## src/rtl/ato_pkg.sv

```systemverilog
// Shared types for the threshold learner.
// Assumes nothing beyond IEEE 1800-2017 enums.
package ato_pkg;

    // Direction in which a selected correction moves.
    typedef enum logic [1:0] {
        ATO_HOLD = 2'd0,
        ATO_UP   = 2'd1,
        ATO_DOWN = 2'd2
    } ato_dir_e;

endpackage

```

## src/rtl/ato_sample_reg.sv

```systemverilog
// Input capture stage: registers the strobe, coarse code and the
// floored fine value. Assumes BE_BITS >= CAL_BITS.
module ato_sample_reg #(
    parameter int STAGE_BITS = 3,
    parameter int CAL_BITS   = 8,
    parameter int BE_BITS    = 14
) (
    input  logic                  clk,
    input  logic                  rst_n,
    input  logic                  in_valid,
    input  logic [STAGE_BITS-1:0] in_code,
    input  logic [BE_BITS-1:0]    in_be,
    output logic                  smp_valid,
    output logic [STAGE_BITS-1:0] smp_code,
    output logic [CAL_BITS-1:0]   smp_x
);
    localparam int DROP = BE_BITS - CAL_BITS;

    // Capture one sample per cycle; the low back-end bits are floored away.
    always_ff @(posedge clk) begin
        if (!rst_n) begin
            smp_valid <= 1'b0;
            smp_code  <= '0;
            smp_x     <= '0;
        end else begin
            smp_valid <= in_valid;
            smp_code  <= in_code;
            smp_x     <= CAL_BITS'(in_be >> DROP);
        end
    end
endmodule

```

## src/rtl/ato_window_check.sv

```systemverilog
// Combinational window test: compares the captured fine value with the
// two corrected switching points around the captured code and picks at
// most one correction to move. Assumes corrections are two's complement
// with FRAC_BITS fractional bits; steps saturate at the signed limits.
module ato_window_check
    import ato_pkg::*;
#(
    parameter int STAGE_BITS = 3,
    parameter int CAL_BITS   = 8,
    parameter int FRAC_BITS  = 0,
    parameter int GUARD_BITS = 2
) (
    input  logic                                         smp_valid,
    input  logic [STAGE_BITS-1:0]                        smp_code,
    input  logic [CAL_BITS-1:0]                          smp_x,
    input  logic [((1<<STAGE_BITS)-1)*(CAL_BITS+GUARD_BITS+FRAC_BITS)-1:0] off_all,
    output logic                                         upd_req,
    output logic [STAGE_BITS-1:0]                        upd_ptr,
    output logic signed [CAL_BITS+GUARD_BITS+FRAC_BITS-1:0] upd_val
);
    localparam int M      = (1 << STAGE_BITS) - 1;
    localparam int OW     = CAL_BITS + GUARD_BITS + FRAC_BITS;
    localparam int CW     = OW + 2;
    localparam int IW     = STAGE_BITS + 1;
    localparam int TSHIFT = CAL_BITS - STAGE_BITS + FRAC_BITS;
    localparam logic signed [OW-1:0] OFF_MAX = {1'b0, {(OW-1){1'b1}}};
    localparam logic signed [OW-1:0] OFF_MIN = {1'b1, {(OW-1){1'b0}}};

    logic signed [OW-1:0] off_arr [0:M+1];
    logic [IW-1:0]        lo_idx, hi_idx;
    logic signed [OW-1:0] off_lo, off_hi;
    logic signed [CW-1:0] x_s, lo_b, hi_b;
    logic                 at_top, at_bot, hi_viol, lo_viol;
    ato_dir_e             dir;

    // Unpack the bank; slots 0 and M+1 are virtual and read as zero.
    always_comb begin
        off_arr[0]   = '0;
        off_arr[M+1] = '0;
        for (int j = 1; j <= M; j++) begin
            off_arr[j] = off_all[j*OW-1 -: OW];
        end
    end

    // Build both corrected edges and the scaled fine value.
    always_comb begin
        lo_idx = {1'b0, smp_code};
        hi_idx = lo_idx + IW'(1);
        off_lo = off_arr[lo_idx];
        off_hi = off_arr[hi_idx];
        x_s    = signed'(CW'(smp_x)) <<< FRAC_BITS;
        lo_b   = signed'(CW'(lo_idx) << TSHIFT) + CW'(off_lo);
        hi_b   = signed'(CW'(hi_idx) << TSHIFT) + CW'(off_hi);
    end

    // Edge tests; extreme codes test only their single inner edge.
    always_comb begin
        at_top  = &smp_code;
        at_bot  = (smp_code == '0);
        hi_viol = smp_valid && !at_top && (x_s > hi_b);
        lo_viol = smp_valid && !at_bot && (x_s < lo_b);
    end

    // Choose one move, upper edge first, and form the saturated value.
    always_comb begin
        dir     = ATO_HOLD;
        upd_ptr = '0;
        upd_val = '0;
        if (hi_viol) begin
            dir     = ATO_UP;
            upd_ptr = hi_idx[STAGE_BITS-1:0];
            upd_val = (off_hi == OFF_MAX) ? off_hi : off_hi + OW'(1);
        end else if (lo_viol) begin
            dir     = ATO_DOWN;
            upd_ptr = smp_code;
            upd_val = (off_lo == OFF_MIN) ? off_lo : off_lo - OW'(1);
        end
        upd_req = (dir != ATO_HOLD);
    end
endmodule

```

## src/rtl/ato_offset_bank.sv

```systemverilog
// Register bank of M corrections, one slot per comparator, written one
// slot at a time. Assumes the write address is 1..M when written.
module ato_offset_bank #(
    parameter int STAGE_BITS = 3,
    parameter int OW         = 10
) (
    input  logic                                  clk,
    input  logic                                  rst_n,
    input  logic                                  wr_en,
    input  logic [STAGE_BITS-1:0]                 wr_addr,
    input  logic [OW-1:0]                         wr_data,
    output logic [((1<<STAGE_BITS)-1)*OW-1:0]     off_all
);
    localparam int M = (1 << STAGE_BITS) - 1;

    for (genvar j = 1; j <= M; j++) begin : g_slot
        logic [OW-1:0] slot_q;

        // Hold correction j; load it when addressed.
        always_ff @(posedge clk) begin
            if (!rst_n) begin
                slot_q <= '0;
            end else if (wr_en && (wr_addr == STAGE_BITS'(j))) begin
                slot_q <= wr_data;
            end
        end

        assign off_all[j*OW-1 -: OW] = slot_q;
    end
endmodule

```

## src/rtl/ato_estimator.sv

```systemverilog
// Top of the threshold learner: input capture, window test, correction
// bank and the registered report to the trim-code generator.
// Assumes one sample per cycle at most and CAL_BITS > STAGE_BITS.
module ato_estimator #(
    parameter int STAGE_BITS = 3,
    parameter int CAL_BITS   = 8,
    parameter int BE_BITS    = 14,
    parameter int FRAC_BITS  = 0,
    parameter int GUARD_BITS = 2
) (
    input  logic                  clk,
    input  logic                  rst_n,
    input  logic                  in_valid,
    input  logic [STAGE_BITS-1:0] in_code,
    input  logic [BE_BITS-1:0]    in_be,
    output logic                  upd_en,
    output logic [STAGE_BITS-1:0] upd_ptr,
    output logic [CAL_BITS+GUARD_BITS+FRAC_BITS-1:0] upd_off,
    output logic [((1<<STAGE_BITS)-1)*(CAL_BITS+GUARD_BITS+FRAC_BITS)-1:0] off_all
);
    localparam int M  = (1 << STAGE_BITS) - 1;
    localparam int OW = CAL_BITS + GUARD_BITS + FRAC_BITS;

    logic                  smp_valid;
    logic [STAGE_BITS-1:0] smp_code;
    logic [CAL_BITS-1:0]   smp_x;
    logic                  req;
    logic [STAGE_BITS-1:0] req_ptr;
    logic signed [OW-1:0]  req_val;
    logic [M*OW-1:0]       bank_q;

    ato_sample_reg #(
        .STAGE_BITS(STAGE_BITS), .CAL_BITS(CAL_BITS), .BE_BITS(BE_BITS)
    ) u_smp (
        .clk(clk), .rst_n(rst_n), .in_valid(in_valid), .in_code(in_code),
        .in_be(in_be), .smp_valid(smp_valid), .smp_code(smp_code), .smp_x(smp_x)
    );

    ato_window_check #(
        .STAGE_BITS(STAGE_BITS), .CAL_BITS(CAL_BITS),
        .FRAC_BITS(FRAC_BITS), .GUARD_BITS(GUARD_BITS)
    ) u_win (
        .smp_valid(smp_valid), .smp_code(smp_code), .smp_x(smp_x),
        .off_all(bank_q), .upd_req(req), .upd_ptr(req_ptr), .upd_val(req_val)
    );

    ato_offset_bank #(
        .STAGE_BITS(STAGE_BITS), .OW(OW)
    ) u_bank (
        .clk(clk), .rst_n(rst_n), .wr_en(req), .wr_addr(req_ptr),
        .wr_data(req_val), .off_all(bank_q)
    );

    // Register the report alongside the bank write.
    always_ff @(posedge clk) begin
        if (!rst_n) begin
            upd_en  <= 1'b0;
            upd_ptr <= '0;
            upd_off <= '0;
        end else begin
            upd_en <= req;
            if (req) begin
                upd_ptr <= req_ptr;
                upd_off <= req_val;
            end
        end
    end

    assign off_all = bank_q;
endmodule

```

## config.mk

```make
export PLATFORM = sky130hd
export DESIGN_NAME = ato_estimator
export DESIGN_NICKNAME = d
export VERILOG_FILES = /design/src/rtl/ato_pkg.sv /design/src/rtl/ato_sample_reg.sv /design/src/rtl/ato_window_check.sv /design/src/rtl/ato_offset_bank.sv /design/src/rtl/ato_estimator.sv
export SDC_FILE = /design/constraint.sdc
export NUM_CORES = 1
export LEC_CHECK = 0
export BUFFER_PORTS_ARGS = -buffer_cell sky130_fd_sc_hd__buf_2
export CAP_MARGIN = 20
export CELL_PAD_IN_SITES_DETAIL_PLACEMENT = 0
export CELL_PAD_IN_SITES_GLOBAL_PLACEMENT = 1
export CORE_ASPECT_RATIO = 1.75
export CORE_MARGIN = 3
export CORE_UTILIZATION = 40
export CTS_CLUSTER_DIAMETER = 80
export DETAILED_ROUTE_END_ITERATION = 8
export GPL_TIMING_DRIVEN = 0
export MAX_ROUTING_LAYER = met4
export PLACE_DENSITY = 0.74
export SLEW_MARGIN = 20
export SYNTH_ARGS = -nofsm -noshare
export SYNTH_HDL_FRONTEND = slang
export SYNTH_HIERARCHICAL = 1
export SYNTH_SLANG_ARGS = --single-unit
```

## constraint.sdc

```tcl
create_clock -name clk -period 6.9 [get_ports clk]
set_input_delay 1.38 -clock clk [delete_from_list [all_inputs] [get_ports clk]]
set_output_delay 1.38 -clock clk [all_outputs]
set_load 0.02 [all_outputs]
```

==> flow_results.xml <==
<?xml version="1.0" encoding="UTF-8"?>
<metrics>
  <group name="run_status">
    <metric name="outcome" unit="">completed</metric>
  </group>
  <group name="yosys">
    <metric name="synth-warning-count" unit="">6</metric>
    <metric name="post_synth_and_or_nand_nor_area_fraction" unit="%">17.67</metric>
    <metric name="synth_top_family_by_area" unit="">multiplexers</metric>
    <metric name="postSynth.topFlopCell" unit="">dfxtp_1</metric>
    <metric name="synth_xor_area_share" unit="%">1.271</metric>
    <metric name="synth_fa_ha_area_share" unit="%">5.891</metric>
    <metric name="edff_count_synth" unit="">0</metric>
    <metric name="post_synthesis_cell_count" unit="">642</metric>
    <metric name="syn-cell-area" unit="sq um">6202</metric>
    <metric name="ys_seq_elements" unit="">96</metric>
    <metric name="synth_compound_gate_area_share" unit="%">11.74</metric>
    <metric name="synth.distinct_cells" unit="">79</metric>
    <metric name="post_synth_mux_area_share" unit="%">25.96</metric>
    <metric name="async_reset_ff_share" unit="%">0</metric>
    <metric name="seq_area_frac_synth" unit="%">30.99</metric>
    <metric name="mappedNetlistNets" unit="">690</metric>
    <metric name="post_synth.cell_area_avg" unit="sq um">9.661</metric>
  </group>
  <group name="cts">
    <metric name="cts_clk_pin_slew_worst_paths" unit="ps">70</metric>
    <metric name="cts.repair_timing.setup_buffer_count" unit="">0</metric>
    <metric name="clock_tree_from_tritoncts" unit="">built</metric>
    <metric name="cts.root.buffer_cell" unit="">clkbuf_16</metric>
    <metric name="ctsLongestPathBuffers" unit="">2</metric>
    <metric name="worst_skew_pair_later_pin_latency" unit="ps">350</metric>
    <metric name="cts-buffers-inserted" unit="">9</metric>
    <metric name="post_cts_hold_buffer_count" unit="">0</metric>
    <metric name="h-tree-depth" unit="">3</metric>
    <metric name="post_cts_resize_count" unit="">0</metric>
    <metric name="clock-sinks" unit="">96</metric>
  </group>
  <group name="routing">
    <metric name="finalWirelength" unit="um">21900</metric>
    <metric name="drt_drc_violations_left" unit="">0</metric>
    <metric name="drt_first_pass_iters" unit="">6</metric>
    <metric name="avgRoutedWirePerCell" unit="um">23.34</metric>
    <metric name="drt.antenna.violating_nets" unit="">0</metric>
    <metric name="vias_per_cell" unit="">5.913</metric>
    <metric name="drt_first_iter_violations" unit="">337</metric>
    <metric name="dr_total_vias" unit="">5546</metric>
  </group>
  <group name="floorplanning">
    <metric name="die_width" unit="um">100.1</metric>
    <metric name="floorplan.die_area" unit="sq um">17090</metric>
    <metric name="fp.coreArea" unit="sq um">15060</metric>
    <metric name="rows" unit="">59</metric>
    <metric name="initial_utilization" unit="%">41.18</metric>
    <metric name="design.portCount" unit="">104</metric>
    <metric name="die_height" unit="um">170.7</metric>
  </group>
  <group name="worst_setup_path">
    <metric name="worstSetupEndpointType" unit="">flop</metric>
    <metric name="cp-start-kind" unit="">flop</metric>
    <metric name="r2r_slack" unit="ps">940</metric>
    <metric name="rr_endpoint" unit="">u_bank/g_slot[1].slot_q[3]</metric>
    <metric name="worst_path_max_delay_cell" unit="">dfxtp_1</metric>
    <metric name="crit-reg2reg-launch" unit="">u_smp/smp_code[1]</metric>
    <metric name="criticalPathCategory" unit="">reg -&gt; reg</metric>
    <metric name="critical_path_peak_fanout" unit="">10</metric>
    <metric name="max_incr_delay_on_cp" unit="ps">490</metric>
    <metric name="worst-endpoint-required" unit="ps">7170</metric>
    <metric name="rr_worst_depth" unit="">23</metric>
    <metric name="crit_chain" unit="">buf_6, buf_6, buf_6, inv_1, ha_1, buf_2, inv_2, o21ai_1, a21oi_2, ha_1, fa_1, inv_1, ha_1, nand4_1, a21oi_1, o31a_1, o221ai_2, nand4_1, buf_2, o22ai_1, nand4bb_1, buf_4, mux2i_1</metric>
    <metric name="cp.arrival" unit="ps">6230</metric>
  </group>
  <group name="power">
    <metric name="power_density" unit="nW/um^2">184.2</metric>
    <metric name="power.leakage" unit="nW">3.407</metric>
    <metric name="irDropWorstVdd" unit="mV">0.1136</metric>
  </group>
  <group name="global_routing">
    <metric name="grt_first_pass_wirelength" unit="um">32950</metric>
    <metric name="number_of_antenna_violations_at_the_first_check_in_global_routing" unit="">0</metric>
    <metric name="grt_pass1_vias" unit="">5639</metric>
    <metric name="grt_use_met1" unit="%">28.16</metric>
    <metric name="grt_met3_use" unit="%">2.611</metric>
    <metric name="grt_start_max_net_pins" unit="">19</metric>
    <metric name="busiest_layer" unit="">met2</metric>
    <metric name="global_route.usage.total" unit="%">26.38</metric>
    <metric name="globalRouteMet2Util" unit="%">46.48</metric>
    <metric name="globalRoute.totalOverflow" unit="">0</metric>
  </group>
  <group name="worst_hold_path">
    <metric name="worstHoldPathType" unit="">reg -&gt; reg</metric>
    <metric name="holdPathEnd" unit="">u_bank/g_slot[5].slot_q[6]</metric>
    <metric name="hold_path_depth" unit="">2</metric>
    <metric name="hold_start" unit="">u_bank/g_slot[5].slot_q[6]</metric>
  </group>
  <group name="sta">
    <metric name="achievable-frequency" unit="MHz">167.9</metric>
    <metric name="tightestPinTransition" unit="ps">849.6</metric>
    <metric name="timing.final.hold_violations" unit="">0</metric>
    <metric name="setup-tns-final" unit="ps">0</metric>
    <metric name="pnr_worst_setup_slack" unit="ps">943.9</metric>
    <metric name="clock_skew" unit="ps">8.837</metric>
    <metric name="final.period_utilization" unit="%">86.32</metric>
    <metric name="worst_slew_margin_rel" unit="%">42.76</metric>
    <metric name="rsz0062_at_grt" unit="">no</metric>
    <metric name="slew_viol_final" unit="">0</metric>
    <metric name="hold_slack" unit="ps">500.1</metric>
    <metric name="final-setup-viol-count" unit="">0</metric>
    <metric name="layout_min_cycle_time" unit="ps">5956</metric>
  </group>
  <group name="final_layout">
    <metric name="commonest_non_fill_non_tap_cell_in_the_layout" unit="">buf_2</metric>
    <metric name="layout-drive-gt1-share" unit="%">29.27</metric>
    <metric name="antennaDiodeCount" unit="">0</metric>
    <metric name="nFillCells" unit="">1506</metric>
    <metric name="layout.core_utilization" unit="%">47.92</metric>
    <metric name="commonest_non_fill_non_tap_cells_in_the_layout" unit="">buf_2 (107), mux2i_1 (105), nand2_1 (97)</metric>
    <metric name="finalNetCount" unit="">798</metric>
    <metric name="area_growth" unit="%">16.36</metric>
  </group>
  <group name="place">
    <metric name="detailed_place_hpwl" unit="um">17110</metric>
    <metric name="place_worst_setup_slack" unit="ps">993.1</metric>
    <metric name="buffer_ports.inserted" unit="">97</metric>
    <metric name="gpl.final_weighted_congestion" unit="">0.9503</metric>
  </group>
  <group name="job">
    <metric name="timing.max_cap.violations" unit="">0</metric>
  </group>
</metrics>
[cells in the mapped netlist (8+ instances only)]
master    count  area share (%)
nand2_1      97             5.9
o22ai_1      16             1.6
a21oi_1      15             1.2
buf_2        10            0.81
nor2_1       18             1.1
mux2_2       24             4.4
ha_1         26             5.2
and2_2        9             1.1
mux4_2        8             2.9
nor2b_1      24             2.4
mux2i_1     105              17
dfxtp_1      96              31
clkbuf_1      9            0.54
inv_1        18             1.1
buf_6        10             1.8
xnor2_1       8             1.1
[stage by stage]
stage               instance area, sq um  instances  total power (W)
floorplan                           6202        642        0.0007546
finish                              7217        938         0.001329
global placement                    6917        922        0.0008212
global route                        7217        938         0.001372
CTS                                 7217        938         0.001338
detailed placement                  6917        922        0.0008257
[report_power, final]
part / internal, W / total (W) / switching, W
clock: 0.000263 / 0.000513 / 0.000250
sequential: 0.000560 / 0.000566 / 0.00000612
combinational: 0.0000978 / 0.000250 / 0.000152
[registers in the layout, summed over array words and instances (netlist names)]
signal                flops
u_smp/smp_valid           1
upd_en                    1
u_bank/g_slot.slot_q     70
upd_off                  10
u_smp/smp_code            3
upd_ptr                   3
u_smp/smp_x               8
[logic make-up after synthesis]
logic type	after synthesis
muxes	146
and+or+nand+nor	209
xor gates and xnor gates	9
adders and majority gates	28
AOI/OAI and AO/OA	92
buffers and inverters	62
DFF	96
[area by class of cell]
class | instances | area [sq um] | area share [%]
Clock buffer | 10 | 239.0 | 3.311
Buffer | 41 | 322.8 | 4.473
Timing Repair Buffer | 97 | 485.5 | 6.727
Clock inverter | 6 | 61.31 | 0.8495
Tap cell | 183 | 229.0 | 3.173
Sequential cell | 96 | 1922 | 26.63
Inverter | 21 | 78.83 | 1.092
Multi-Input combinational cell | 484 | 3879 | 53.74
[layer usage]
| metal | vias up | wire (um) |
|---|---|---|
| li1 | 2542 | - |
| met1 | 2724 | 8177 |
| met2 | 207 | 11560 |
| met3 | 73 | 950 |
| met4 | 0 | 1212 |
| met5 | - | 0 |
[how the worst max path moves through the flow]
stage | start | end | cells after the start
after CTS | u_smp/smp_code[1] | u_bank/g_slot[1].slot_q[3] | 23
after global routing | u_smp/smp_code[1] | u_bank/g_slot[1].slot_q[3] | 23
after floorplan | u_smp/smp_code[0] | u_bank/g_slot[2].slot_q[0] | 21
after detailed placement | u_smp/smp_code[1] | u_bank/g_slot[1].slot_q[3] | 23
final | u_smp/smp_code[1] | u_bank/g_slot[1].slot_q[3] | 23
after global placement | u_smp/smp_code[1] | u_bank/g_slot[4].slot_q[3] | 23
[worst max-delay path: cells and delay by family (launching register included)]
kind | cells | cell delay, ps
simple gates | 3 | 490
buf+inv | 9 | 1720
fa+ha+maj | 4 | 1370
mux | 1 | 230
compound gates | 6 | 1520
flops | 1 | 490
No activity file was read; power rests on OpenSTA's default activity.
